`src/rtl/chunk_wb_tracker.sv`:
```
module chunk_wb_tracker #(
  parameter int NUM_CHUNKS = 16,
  parameter int NUM_MAPS   = 4,
  parameter int ADDR_W     = 48,
  localparam int CHUNK_W = $clog2(NUM_CHUNKS),
  localparam int MAP_W   = $clog2(NUM_MAPS),
  localparam int CNT_W   = $clog2(NUM_CHUNKS + 1)
) (
  input  logic               clk,
  input  logic               rst_n,
  input  logic               st_valid,
  input  logic [CHUNK_W-1:0] st_chunk,
  input  logic [MAP_W-1:0]   st_map,
  input  logic               ev_valid,
  input  logic [CHUNK_W-1:0] ev_chunk,
  output logic               ev_ready,
  output logic [CHUNK_W-1:0] lk_chunk,
  output logic [MAP_W-1:0]   lk_map,
  input  logic [ADDR_W-1:0]  lk_addr,
  output logic               wb_valid,
  input  logic               wb_ready,
  output logic [ADDR_W-1:0]  wb_addr,
  output logic [CHUNK_W-1:0] wb_chunk,
  output logic [MAP_W-1:0]   wb_map,
  output logic [NUM_MAPS-1:0] map_clean
);

  logic [NUM_CHUNKS-1:0] dirty;
  logic [MAP_W-1:0]      owner [NUM_CHUNKS];

  assign ev_ready = !wb_valid;
  assign lk_chunk = ev_chunk;
  assign lk_map   = owner[ev_chunk];

  wire ev_fire = ev_valid && ev_ready;
  wire wb_fire = wb_valid && wb_ready;
  wire st_new  = st_valid && !dirty[st_chunk];

  always_ff @(posedge clk) begin
    if (!rst_n) begin
      dirty <= '0;
      for (int i = 0; i < NUM_CHUNKS; i++) owner[i] <= '0;
    end else begin
      if (wb_fire) dirty[wb_chunk] <= 1'b0;
      if (st_new) begin
        dirty[st_chunk] <= 1'b1;
        owner[st_chunk] <= st_map;
      end
    end
  end

  always_ff @(posedge clk) begin
    if (!rst_n) begin
      wb_valid <= 1'b0;
      wb_addr  <= '0;
      wb_chunk <= '0;
      wb_map   <= '0;
    end else begin
      if (wb_fire) wb_valid <= 1'b0;
      if (ev_fire && dirty[ev_chunk]) begin
        wb_valid <= 1'b1;
        wb_addr  <= lk_addr;
        wb_chunk <= ev_chunk;
        wb_map   <= owner[ev_chunk];
      end
    end
  end

  for (genvar m = 0; m < NUM_MAPS; m++) begin : g_map
    logic [CNT_W-1:0] cnt;
    wire inc = st_new && (st_map == MAP_W'(m));
    wire dec = wb_fire && (wb_map == MAP_W'(m));
    always_ff @(posedge clk) begin
      if (!rst_n)           cnt <= '0;
      else if (inc && !dec) cnt <= cnt + 1'b1;
      else if (dec && !inc) cnt <= cnt - 1'b1;
    end
    assign map_clean[m] = (cnt == '0);
  end

endmodule


```
`config.mk`:
```
export PLATFORM = sky130hd
export DESIGN_NAME = chunk_wb_tracker
export DESIGN_NICKNAME = d
export VERILOG_FILES = /design/src/rtl/chunk_wb_tracker.sv
export SDC_FILE = /design/constraint.sdc
export NUM_CORES = 1
export LEC_CHECK = 0
export BUFFER_PORTS_ARGS = -buffer_cell sky130_fd_sc_hd__buf_2
export CORE_ASPECT_RATIO = 1.4
export CORE_MARGIN = 10
export CORE_UTILIZATION = 45
export CTS_BUF_LIST = sky130_fd_sc_hd__clkbuf_2
export CTS_CLUSTER_SIZE = 30
export DETAILED_ROUTE_END_ITERATION = 12
export PLACE_DENSITY = 0.71
export SLEW_MARGIN = 5
export SYNTH_ARGS = -nofsm -noshare
export SYNTH_HDL_FRONTEND = slang
export SYNTH_SLANG_ARGS = --single-unit
```
`constraint.sdc`:
```
create_clock -name clk -period 4.8 [get_ports clk]
set_clock_uncertainty 0.2 [all_clocks]
set_input_delay 0.96 -clock clk [delete_from_list [all_inputs] [get_ports clk]]
set_output_delay 0.96 -clock clk [all_outputs]
set_load 0.005 [all_outputs]
```
# --- After elaboration in Yosys (flattened, before gate mapping) ---
# Memory sizes are Yosys's and may differ from the RTL's.
# Index checks and enable logic that the tools add are counted.
# W data, S select, Z words.
totals:
  ff_bits: 91
  ramBits: 32
  input_bits: 63
  out_inout_bits: 66
  wordCells: 104
  n_memories: 1
classes:
  addsub: 8
  n_lt_le_gt_ge: 5
  n_eq_ne: 6
  mux: 28
  n_bitwise: 3
  n_reduce_logical: 44
mem_list:
  columns: ["memory", "words", "width", "read_ports", "rd_clocked_by_memory_dff", "wr", "line", "rtl"]
  rows:
  - ["owner", 16, 2, 1, 0, 16, "29", "logic [MAP_W-1:0] owner [NUM_CHUNKS];"]
ops:
  columns: ["operator", "n"]
  rows:
  - ["$mux W16", 3]
  - ["$mux W5", 8]
  - ["$logic_and A1 B1 Y1", 22]
  - ["$add A5 B1 Y5 const B", 4]
  - ["$logic_not A5 Y1", 4]
  - ["$sub A5 B1 Y5 const B", 4]
  - ["$and A16 B16 Y16", 1]
  - ["$not A16 Y16", 1]
  - ["$or A16 B16 Y16", 1]
  - ["$lt A4 B5 Y1 const B", 3]
  - ["$mux W1", 11]
  - ["$logic_not A1 Y1", 10]
  - ["$reduce_bool A2 Y1", 5]
  - ["$bmux W1 S4", 2]
  - ["$demux W1 S4", 2]
  - ["$eq A2 B2 Y1 const B", 4]
  - ["$ge A4 B1 Y1 const B", 2]
  - ["$eq A2 B1 Y1 const B", 2]
  - ["$logic_not A2 Y1", 2]
  - ["$mux W4", 1]
  - ["$mux W2", 1]
  - ["$reduce_or A2 Y1", 1]

# --- Logic depth before layout (Yosys ltp) ---
# Gate-level depths: netlist of the first run.
depth:
  ltp_word: 10
  depth_mapped: 13
  mapped_depth_nobuf: 12

# --- Worst setup path before layout of the first run ---
# OpenSTA, ideal clock, no wires.
synth_timing:
  kind: "input to register"
  startpoint: "in st_chunk[0]"
  endpoint: "reg g_map[1].cnt[4]"
  setup_ns: 0.070
  arrival_time_ns: 3.855
  t_required_ns: 4.530
  setup_slack_ns: 0.675
  path_stages: 13
  n_path_buf: 1
  cell_sequence: "buf_6 -> mux4_2 -> mux4_2 -> nand2b_4 -> nor3b_2 -> ha_1 -> inv_1 -> fa_1 -> a21o_1 -> a21oi_1 -> xnor2_1 -> or3_1 -> a21oi_1"
synth_between:
  elab_chain_len: 8
  elab_cells_between_ends: 10
synth_rtl:
  columns: ["item", "line", "rtl"]
  rows:
  - ["start: declaration", "12", "input logic [CHUNK_W-1:0] st_chunk,"]
  - ["$bmux W1 S4 (*)", "37", "wire st_new = st_valid && !dirty[st_chunk];"]
  - ["$mux W1 (implied by the code) (*)", "37", null]
  - ["$logic_not A1 Y1 (*)", "37", null]
  - ["$logic_and A1 B1 Y1 (*)", "37", null]
  - ["$logic_and A1 B1 Y1 (*)", "71", "wire inc = st_new && (st_map == MAP_W'(m));"]
  - ["$logic_not A1 Y1", "76", "else if (dec && !inc) cnt <= cnt - 1'b1;"]
  - ["$logic_and A1 B1 Y1", "76", null]
  - ["$reduce_bool A2 Y1 (no line)", null, null]
  - ["end signal: assignment", "75", "else if (inc && !dec) cnt <= cnt + 1'b1;"]
  - ["end signal: assignment", "76", null]
  - ["end: declaration", "70", "logic [CNT_W-1:0] cnt;"]
# Every way passes the cells marked *; elsewhere a longest branch is shown, timed or not. The select of a mux whose other input is x is not followed.
# A chain may end at the register's enable or synchronous reset.

# --- Worst setup path in the final report of the first run ---
layout_timing:
  startpoint: "in st_chunk[0]"
  endpoint: "reg g_map[2].cnt[4]"
layout_between:
  elab_chain_len: 8
  elab_cells_between_ends: 10
layout_rtl:
  columns: ["item", "line"]
  rows:
  - ["$bmux W1 S4 (*)", "37"]
  - ["$mux W1 (implied by the code) (*)", "37"]
  - ["$logic_not A1 Y1 (*)", "37"]
  - ["$logic_and A1 B1 Y1 (*)", "37"]
  - ["$logic_and A1 B1 Y1 (*)", "71"]
  - ["$logic_not A1 Y1", "76"]
  - ["$logic_and A1 B1 Y1", "76"]
  - ["$reduce_bool A2 Y1 (no line)", null]
  - ["end signal: assignment", "75"]
  - ["end signal: assignment", "76"]
  - ["end: declaration", "70"]
# Marked as above.

==> summary.txt, run 1 <==
Clock slew at the register clock pins of the worst setup and hold paths: 0.17 ns
Total number of nets in the final design: 819
Mapped cell area: 5990 um2
FF-to-FF Start: dirty[9]$_SDFF_PN0_
Initial cell density of the core: 0.463
Post-cts repair resize count: 0
Number of buffers added by the clock tree synthesis step: 17
Commonest cells after routing, fill and taps aside: buf_2, dfxtp_1, a21oi_1
Critical path data required time: 5.18 ns
Cell leakage power: 2.93 nW
Synthesized instance count: 638
M1 WL: 6190 um
Number of pins with negative max-slew slack in the final report: 0
Routed wire length: 16700 um
Buffer cell driving the clock tree root: clkbuf_2
Worst min-delay path class: reg -> reg
Buffers on Ports: 128
Fin Setup TNS: 0 ns
Routability cong.: 0.928
Count of flip-flops with a built-in enable after synthesis: 32
Ports: 129
First-pass DRT Iterations: 7
Number of routed nets with antenna violations: 0
Wire length on met3: 1470 um
Final worst path period need: 3.96 ns
Post-route fraction of the period consumed by the critical path: 0.826
Mean Syn Cell Area: 9.39 um2
Startpoint of the most critical setup path: st_chunk[0]
Number of buffers added to fix hold violations after cts: 0
Critical Path Sink Type: flop
Crit start category: primary input
Die Y: 157 um
Core box area: 12900 um2
Chip Width: 118 um
Leading cell type in the layout, fill and taps excluded: buf_2
Final setup violation count: 0
Number of synthesized register bits: 123
Global-route total usage across every layer: 0.177
Antenna violations before repair: 2
Worst flop-to-flop path endpoint: g_map[2].cnt[4]$_SDFFE_PN0P_
Share of async-settable or async-resettable flops after synthesis: 0
Unrepaired setup endpoints after global routing: false
Top layer reached by signal wires: met5
Layout cell share with drive strength beyond 1: 0.258
Area overhead of the layout relative to synthesis: 14.8%
Number of vias in the routed layout: 5223
Post-detail-place hpwl: 12400 um
Maximum vdd ir drop: 0.000163 V
Metal2 WL: 8700 um
TritonCTS clock tree: built
Vias in the first global route: 5315
Portion of the post-synthesis area used by sequential elements: 0.464
Arrival time at the worst endpoint: 4.35 ns
Max-cap violations: 0
Fmax achieved: 0.252 GHz
Count of standard-cell rows: 49
Htree depth: 4
Critical path destination: g_map[2].cnt[4]$_SDFFE_PN0P_
Routed vias/inst: 5.63
Iteration-0 DRC count of the detailed router: 300
Crit Path Class: in -> reg
Flop2flop setup slack: 1.08 ns
Number of hold-slack violations in the final timing report: 0
Maximum number of pins on one net before global-route repair: 76
Worst hold-check slack: 0.276 ns
Headroom to the max-slew limit: 0.337
DRC violations left: 0
Die area: 18400 um2
Clk sinks: 123
Number of buffers inserted by post-CTS setup repair: 0
Result of the run: completed
Final global-route overflow total: 0
Buffers from clock root to sink, at most: 2
DR WL/cell: 18.0 um
Areal power density over the cells: 305 nW/um2
Primary FF master, synth: dfxtp_1
Max Fanout on Critical Path: 11
Post-synth cell types: 49
Worst R2R Path Depth: 12
Later-pin clock latency in the skew report: 0.67 ns
Post-Syn Nets: 721
Worst-Margin Slew: 0.992 ns
Wire length of the first global-routing pass: 26700 um
Warnings, synthesis: 0
[power by group]
group / switching [W] / leakage, nW / internal (W)
clock network: 0.000409 / 0.145 / 0.000238
registers: 0.0000336 / 1.08 / 0.00111
logic: 0.000173 / 1.70 / 0.000139
total: 0.000616 / 2.93 / 0.00148
[per-stage QoR]
| stage | area [um2] | utilization | power (W) | setup slack, ns | cells |
|---|---|---|---|---|---|
| after global placement | 6640 | 0.513 | 0.00146 | 0.346 | 895 |
| after detailed placement | 6640 | 0.513 | 0.00148 | 0.175 | 895 |
| after CTS | 6880 | 0.531 | 0.00213 | 0.922 | 927 |
| after global routing | 6880 | 0.532 | 0.00220 | 0.728 | 928 |
| after floorplan | 5990 | - | 0.00136 | 0.675 | 638 |
| final | 6880 | 0.532 | 0.00210 | 0.837 | 928 |
[how the worst min path moves through the flow]
stage,start,end,slack (ns),depth (start not counted)
5_1_grt,lk_addr[12],wb_addr[12]$_SDFFE_PN0P_,0.27,3
4_1_cts,lk_addr[10],wb_addr[10]$_SDFFE_PN0P_,0.22,3
6_report,wb_addr[20]$_SDFFE_PN0P_,wb_addr[20]$_SDFFE_PN0P_,0.28,2
2_1_floorplan,dirty[14]$_SDFF_PN0_,dirty[14]$_SDFF_PN0_,0.24,2
3_5_place_dp,wb_addr[28]$_SDFFE_PN0P_,wb_addr[28]$_SDFFE_PN0P_,0.25,2
3_3_place_gp,wb_addr[22]$_SDFFE_PN0P_,wb_addr[22]$_SDFFE_PN0P_,0.25,2
[registers in the layout, summed over array words and instances, names as in the netlist]
register and flops:
g_map.cnt 20, wb_valid 1, dirty 16, wb_chunk 4, owner 32, wb_map 2, wb_addr 48
[area by class of cell]
cell class | count | area [um2]
Tap cell | 178 | 223
Antenna cell | 1 | 2.50
Fill cell | 1220 | 6060
Clock buffer | 17 | 85.1
Inverter | 7 | 26.3
Sequential cell | 123 | 2780
Clock inverter | 15 | 149
Multi-Input combinational cell | 453 | 2920
Timing Repair Buffer | 134 | 686
[per-layer routing]
metal / GRT usage / vias up
li1: - / 2486
met1: 0.185 / 2495
met2: 0.318 / 209
met3: 0.0648 / 31
met4: 0.0685 / 2
met5: 0 / -
[synth_stat cells (all sizes together), types with 4 or more instances]
cell    number  area [um2]
nor2        54         203
or3          7        45.1
edfxtp      32         961
buf         23         136
xor2         4        35.0
and2         8        50.1
and3        10        63.8
mux4        15         342
o311ai       5        43.8
inv          7        26.3
nand2b       7        51.3
o211ai       5        37.5
dfxtp       91        1820
or4          4        30.0
nor3         4        25.0
o21ai       62         310
clkbuf      32         121
nand3       60         300
a21o         8        60.1
mux2i       12         120
fa           4        80.1
nor3b        5        47.5
nand2       58         218
ha          16         200
xnor2       12         105
a21oi       70         350
[critical path: stages]
cell and delay (ns):
buf_2 0.22, mux4_1 0.64, mux4_2 0.48, nand2b_4 0.19, nor3b_2 0.20, ha_1 0.21, inv_1 0.11, fa_1 0.43
a21o_1 0.18, a21oi_1 0.17, xnor2_1 0.09, or3_1 0.31, a21oi_1 0.15
[cells by family after synthesis]
family	Yosys count	share of synthesized area
AO/OA/AOI/OAI	160	0.154
flip-flops	123	0.464
multiplexers	27	0.0771
adder cells (fa/ha/maj)	20	0.0468
XOR/XNOR	16	0.0234
AND/OR/NAND/NOR	230	0.187
buffers and inverters	62	0.0474
No activity file was read; power rests on OpenSTA's default activity.
==> run 2, diff against run 1 <==
==> constraint.sdc (replaced) <==
create_clock -name clk -period 3.8 [get_ports clk]
set_clock_uncertainty 0.2 [all_clocks]
set_input_delay 0.76 -clock clk [delete_from_list [all_inputs] [get_ports clk]]
set_output_delay 0.76 -clock clk [all_outputs]
set_load 0.005 [all_outputs]
==> run 2 against run 1 <==
  * Die area unchanged
  * Power rose by 32%
  * Final area grew 4.1%
  * Combinational power is 37% higher
  * Non-clock buffer count increased by 29
  * Utilization grew 2.2 points
  * Flip-flop and latch count unchanged
  * Critical endpoint unchanged
  * Highest routed layer is now met4
==> summary.txt, run 2 (same netlist as run 1, synthesis figures left out) <==
TritonCTS clock tree: built
Core box area: 12900 um2 (unchanged)
Number of vias in the routed layout: 5318 (+1.8%)
Vias in the first global route: 5362 (+0.88%)
Master of the slowest instance on the critical path: mux4_1
Gate family responsible for the most delay along the worst path: multiplexers
Iteration-0 DRC count of the detailed router: 351 (+17%)
Die Y: 157 um (unchanged)
Number of routed nets with antenna violations: 0 (unchanged)
Crit Path Class: reg -> reg
Routed vias/inst: 5.55 (-1.4%)
Number of pins with negative max-slew slack in the final report: 0 (unchanged)
Max Fanout on Critical Path: 4 (-7)
DR WL/cell: 17.8 um (-1.4%)
Wire length of the first global-routing pass: 26800 um (+0.42%)
Number of hold-slack violations in the final timing report: 0 (unchanged)
Flip-flop count of the largest register after layout: 48 (unchanged)
Global-route total usage across every layer: 0.181 (+0.00373)
Areal power density over the cells: 386 nW/um2 (+27%)
Buffers on Ports: 128 (unchanged)
Final setup violation count: 0 (unchanged)
Total number of nets in the final design: 848 (+3.5%)
Maximum number of pins on one net before global-route repair: 66 (-13%)
Htree depth: 4 (unchanged)
Initial cell density of the core: 0.463 (unchanged)
Worst min-delay path class: in -> reg
Routability cong.: 0.892 (-3.8%)
Longest individual stage delay on the worst path: 0.53 ns (-0.11 ns)
Clk sinks: 123 (unchanged)
Post-cts repair resize count: 0 (unchanged)
Final global-route overflow total: 0 (unchanged)
Arrival time at the worst endpoint: 3.90 ns (-0.45 ns)
Number of buffers added by the clock tree synthesis step: 17 (unchanged)
Crit start category: flop
Register ranked first by flip-flop count: wb_addr
Antenna violations before repair: 1 (-1)
Worst-Margin Slew: 0.693 ns (-0.300 ns)
Max-cap violations: 0 (unchanged)
Post-route standard cell area excluding fillers: 7160 um2 (+4.1%)
First-pass DRT Iterations: 5 (-2)
Buffers from clock root to sink, at most: 2 (unchanged)
Fmax achieved: 0.289 GHz
Number of buffer and inverter instances along the worst setup path: 1 (-1)
Post-route fraction of the period consumed by the critical path: 0.911
Final worst path period need: 3.46 ns
Count of standard-cell rows: 49 (unchanged)
Worst hold-check slack: 0.0795 ns (-0.196 ns)
Cell leakage power: 3.09 nW (+5.3%)
Clock slew at the register clock pins of the worst setup and hold paths: 0.20 ns (+0.03 ns)
Area overhead of the layout relative to synthesis: 19.5%
Commonest cells after routing, fill and taps aside: buf_2, dfxtp_1, a21oi_1
Registers with the most flip-flops: wb_addr (48), owner (32), g_map.cnt (20)
Result of the run: completed
Cell area after placement: 6900 um2 (+3.8%)
Critical Path Sink Type: flop
Number of buffers inserted by post-CTS setup repair: 0 (unchanged)
Buffer cell driving the clock tree root: clkbuf_2
Cells along the critical path: mux4_1 -> mux4_2 -> nand2b_4 -> nor3b_2 -> ha_2 -> inv_2 -> fa_2 -> a21o_1 -> a21oi_2 -> xnor2_1 -> or3_1 -> a21oi_1
Leading cell type in the layout, fill and taps excluded: buf_2
Die area: 18400 um2 (unchanged)
Maximum vdd ir drop: 0.000187 V (+15%)
Number of buffers added to fix hold violations after cts: 0 (unchanged)
Ports: 129 (unchanged)
FILL cells: 1175 (-3.7%)
Chip Width: 118 um (unchanged)
Unrepaired setup endpoints after global routing: false
Routed wire length: 17000 um (+1.7%)
Headroom to the max-slew limit: 0.537 (+0.200)
Post-detail-place hpwl: 12800 um (+3.4%)
Later-pin clock latency in the skew report: 0.71 ns (+0.04 ns)
Critical path data required time: 4.24 ns (-0.94 ns)
DRC violations left: 0 (unchanged)
Layout cell share with drive strength beyond 1: 0.298 (+0.0405)
## run 2: changes by cell type in the layout (fill, tap and decap cells not counted), moves of 3 or more
cell      previous run  this run
buf_4                6        34
fa_1                 4         0
fa_2                 0         4
clkinv_2             4         1
ha_1                16        13
ha_2                 0         3
## run 2: metal layers
layer  up-vias  wire [um]  part of all wire  track usage
met4         0        652             0.038       0.0939
met3        42       1130             0.066       0.0547
met2       181       9290              0.55        0.330
li1       2543          -                 -            -
met5         -          0                 0            0
met1      2552       5940              0.35        0.182
## run 2: stage by stage
step                total power, W  setup WS, ns  utilization  TNS [ns]  std cells
floorplan                  0.00173       -0.0132            -   -0.0232        638
global placement           0.00188        -0.243        0.533     -1.01        924
detailed placement         0.00190        -0.327        0.533     -1.76        924
CTS                        0.00279         0.322        0.553         0        956
global route               0.00291         0.160        0.553         0        957
finish                     0.00277         0.340        0.553         0        958
## run 2: worst reg2reg max path: stages, from the launching register on
cell	delay (ns)
dfxtp_1	0.36
mux4_1	0.53
mux4_2	0.48
nand2b_4	0.19
nor3b_2	0.17
ha_2	0.21
inv_2	0.06
fa_2	0.35
a21o_1	0.19
a21oi_2	0.13
xnor2_1	0.09
or3_1	0.32
a21oi_1	0.13
## run 2: worst paths after layout
path | startpoint | to | slack [ns] | depth (start not counted)
worst max-delay path | dirty[9]$_SDFF_PN0_ | g_map[2].cnt[4]$_SDFFE_PN0P_ | 0.34 | 12
worst min-delay path | lk_addr[28] | wb_addr[28]$_SDFFE_PN0P_ | 0.08 | 3
worst max register to register | dirty[9]$_SDFF_PN0_ | g_map[2].cnt[4]$_SDFFE_PN0P_ | 0.34 | 12
worst min register to register | wb_addr[23]$_SDFFE_PN0P_ | wb_addr[23]$_SDFFE_PN0P_ | 0.27 | 2
## run 2: where the power goes
part	internal (W)	switching, W	leakage (nW)
clock network	0.000376	0.000522	0.162
logic	0.000204	0.000224	1.84
registers	0.00140	0.0000425	1.08
total	0.00198	0.000788	3.08
## run 2: cell type report
cell class,instances,area (um2),share of cell area
multi-input combinational,453,2950,0.412
inverter,7,26.3,0.00367
tap,178,223,0.0311
timing repair buffer,163,916,0.128
antenna,2,5.00,0.000699
sequential,123,2780,0.389
clock buffer,18,90.1,0.0126
clock inverter,14,168,0.0234
==> run 3, diff against run 2 <==
--- a/config.mk
+++ b/config.mk
@@ -12,7 +12,8 @@
 export CTS_BUF_LIST = sky130_fd_sc_hd__clkbuf_2
 export CTS_CLUSTER_SIZE = 30
 export DETAILED_ROUTE_END_ITERATION = 12
-export PLACE_DENSITY = 0.71
+export PLACE_DENSITY = 0.68
+export SETUP_SLACK_MARGIN = 0.5
 export SLEW_MARGIN = 5
 export SYNTH_ARGS = -nofsm -noshare
 export SYNTH_HDL_FRONTEND = slang
==> run 3 against run 2 <==
  * Wire length is 2.4% higher
  * Cell count is 1.5% higher
  * Sequential power hardly changed
  * Worst hold slack worse by 0.0090 ns
  * Utilization is 1.8 points higher
  * Global-route usage is 0.41 points higher
  * Register-to-register slack better by 0.04 ns
  * Critical path type unchanged
  * Critical endpoint is now g_map[1].cnt[4]$_SDFFE_PN0P_
  * Largest power group unchanged
==> summary.txt, run 3 (same netlist as run 1, synthesis figures left out) <==
Result of the run: completed
DR WL/cell: 17.9 um (+0.96%)
Iteration-0 DRC count of the detailed router: 268 (-24%)
Post-detail-place hpwl: 12900 um (+0.91%)
Global-route total usage across every layer: 0.185 (+0.00406)
Master of the slowest instance on the critical path: mux4_2
Cell internal pwr: 0.00200 W (+1.2%)
Buffers on Ports: 128 (unchanged)
Cells along the critical path: mux4_2 -> mux4_2 -> nand2b_4 -> nor3b_2 -> ha_2 -> inv_2 -> fa_2 -> a21o_1 -> a21oi_2 -> xnor2_1 -> or3_1 -> a21oi_1
Final setup violation count: 0 (unchanged)
Headroom to the max-slew limit: 0.476 (-0.0610)
Critical path destination: g_map[1].cnt[4]$_SDFFE_PN0P_
Count of standard-cell rows: 49 (unchanged)
Sequential share of power: 0.508 (-0.013)
Flop2flop setup slack: 0.38 ns (+0.04 ns)
Registers with the most flip-flops: wb_addr (48), owner (32), g_map.cnt (20)
Worst-Margin Slew: 0.786 ns (+0.0930 ns)
DRC violations left: 0 (unchanged)
Critical path data required time: 4.26 ns (+0.02 ns)
TritonCTS clock tree: built
Htree depth: 4 (unchanged)
Crit Path Class: reg -> reg
Post-route fraction of the period consumed by the critical path: 0.901 (-0.00933)
Slack of the critical path: 0.375 ns (+0.0355 ns)
Clock slew at the register clock pins of the worst setup and hold paths: 0.21 ns (about the same)
Crit start category: flop
Commonest cells after routing, fill and taps aside: buf_2, dfxtp_1, o21ai_0, a21oi_1, nand3_1
Net Sw Power: 0.000841 W (+6.7%)
Combinational power share: 0.163 (+0.009)
Clock share of power: 0.330 (+0.006)
First-pass DRT Iterations: 5 (unchanged)
Number of buffers added by the clock tree synthesis step: 17 (unchanged)
Fin Setup TNS: 0 ns (unchanged)
Core box area: 12900 um2 (unchanged)
Worst flop-to-flop path endpoint: g_map[1].cnt[4]$_SDFFE_PN0P_
Cell area after placement: 7000 um2 (+1.5%)
Arrival time at the worst endpoint: 3.88 ns (-0.02 ns)
Die area: 18400 um2 (unchanged)
Fmax achieved: 0.292 GHz (+1.0%)
Critical Path Sink Type: flop
Buffer cell driving the clock tree root: clkbuf_2
Routed vias/inst: 5.55 (about the same)
Max Fanout on Critical Path: 4 (unchanged)
Cell leakage power: 3.17 nW (+2.7%)
Die Y: 157 um (unchanged)
Vias in the first global route: 5568 (+3.8%)
Final worst path period need: 3.42 ns (-0.0355 ns)
Routed wire length: 17400 um (+2.4%)
Antenna violations before repair: 1 (unchanged)
Area overhead of the layout relative to synthesis: 23.4%
Buffers from clock root to sink, at most: 2 (unchanged)
Maximum number of pins on one net before global-route repair: 74 (+12%)
Maximum vdd ir drop: 0.000277 V (+48%)
Register ranked first by flip-flop count: wb_addr
Areal power density over the cells: 385 nW/um2 (-0.46%)
Final global-route overflow total: 0 (unchanged)
Most used cell along the critical path: mux4_2
Routability cong.: 0.923 (+3.5%)
Longest individual stage delay on the worst path: 0.48 ns (-0.05 ns)
Number of routed nets with antenna violations: 0 (unchanged)
Worst min-delay path class: in -> reg
Flip-flop count of the largest register after layout: 48 (unchanged)
Max-cap violations: 0 (unchanged)
Post-route standard cell area excluding fillers: 7390 um2 (+3.3%)
Number of pins with negative max-slew slack in the final report: 0 (unchanged)
Leading cell type in the layout, fill and taps excluded: buf_2
Wire length of the first global-routing pass: 27600 um (+2.9%)
Chip Width: 118 um (unchanged)
Layout cell share with drive strength beyond 1: 0.342 (+0.0435)
Ports: 129 (unchanged)
Unrepaired setup endpoints after global routing: true
Total number of nets in the final design: 863 (+1.8%)
FF-to-FF Start: dirty[15]$_SDFF_PN0_
Number of hold-slack violations in the final timing report: 0 (unchanged)
Number of vias in the routed layout: 5398 (+1.5%)
Worst R2R Path Depth: 12 (unchanged)
Final Util: 0.571 (+0.0180)
Worst slack at placement: -0.313 ns (+0.0147 ns)
Hold Crit Depth: 3 (unchanged)
Startpoint of the most critical setup path: dirty[15]$_SDFF_PN0_
Worst hold-check slack: 0.0705 ns (-0.00899 ns)
Switching part of the total: 0.296 (+0.0108)
Later-pin clock latency in the skew report: 0.71 ns (about the same)
Clk sinks: 123 (unchanged)
Initial cell density of the core: 0.463 (unchanged)
## run 3: changes by cell type in the layout (fill, tap and decap cells not counted), sizes merged
cell      previous run  this run
clkinv               5         3
clkbuf              18        17
diode                2         1
clkinvlp             0         4
buf                163       178
inv                 13        12
## run 3: final cells by class
type | instances | area (um2)
Inverter | 7 | 26.3
Multi-Input combinational cell | 453 | 3030
Antenna cell | 1 | 2.50
Fill cell | 1164 | 5540
Clock buffer | 17 | 85.1
Clock inverter | 15 | 189
Tap cell | 178 | 223
Sequential cell | 123 | 2790
Timing Repair Buffer | 178 | 1040
## run 3: how the worst min path moves through the flow
stage,from,end,slack [ns]
4_1_cts,lk_addr[21],wb_addr[21]$_SDFFE_PN0P_,0.02
2_1_floorplan,dirty[14]$_SDFF_PN0_,dirty[14]$_SDFF_PN0_,0.24
3_3_place_gp,wb_addr[19]$_SDFFE_PN0P_,wb_addr[19]$_SDFFE_PN0P_,0.25
3_5_place_dp,wb_addr[47]$_SDFFE_PN0P_,wb_addr[47]$_SDFFE_PN0P_,0.25
6_report,lk_addr[21],wb_addr[21]$_SDFFE_PN0P_,0.07
5_1_grt,lk_addr[18],wb_addr[18]$_SDFFE_PN0P_,0.008
## run 3: per-stage QoR
stage / power (W) / std cells
after floorplan: 0.00174 / 638
after CTS: 0.00285 / 966
final: 0.00284 / 972
after detailed placement: 0.00192 / 928
after global placement: 0.00190 / 928
after global routing: 0.00298 / 972
## run 3: what timing repair did
item / in CTS / in global routing
hold endpoints to repair: 0 / 0
hold buffers: 0 / 0
setup buffers: 6 / 5
gates cloned: 0 / 0
setup endpoints to repair: 4 / 8
resized for setup: 8 / 4
pin swaps: 7 / 6
## run 3: per-layer routing
layer  vias to the layer above  wire length (um)  share of wire  GRT usage
li1                       2576                 -              -          -
met1                      2618              6220           0.36      0.179
met2                       162              9510           0.55      0.347
met3                        42              1050          0.060     0.0551
met4                         0               639          0.037     0.0950
met5                         -                 0              0          0
## run 3: worst max-delay path, delay by kind of cell (launching register included)
family	cells	cell delay, ns
XOR/XNOR	1	0.09
multiplexers	2	0.95
buffers and inverters	1	0.06
flip-flops	1	0.38
AO/OA/AOI/OAI	3	0.49
AND/OR/NAND/NOR	3	0.66
adder cells (fa/ha/maj)	2	0.55
## run 3: power by group through the flow
stage	Clock, W	Combinational, W	Sequential (W)
after floorplan	0	0.000278	0.00146
after global placement	0	0.000430	0.00147
after detailed placement	0	0.000450	0.00147
after CTS	0.000955	0.000456	0.00144
after global routing	0.00102	0.000511	0.00145
final	0.000938	0.000462	0.00144
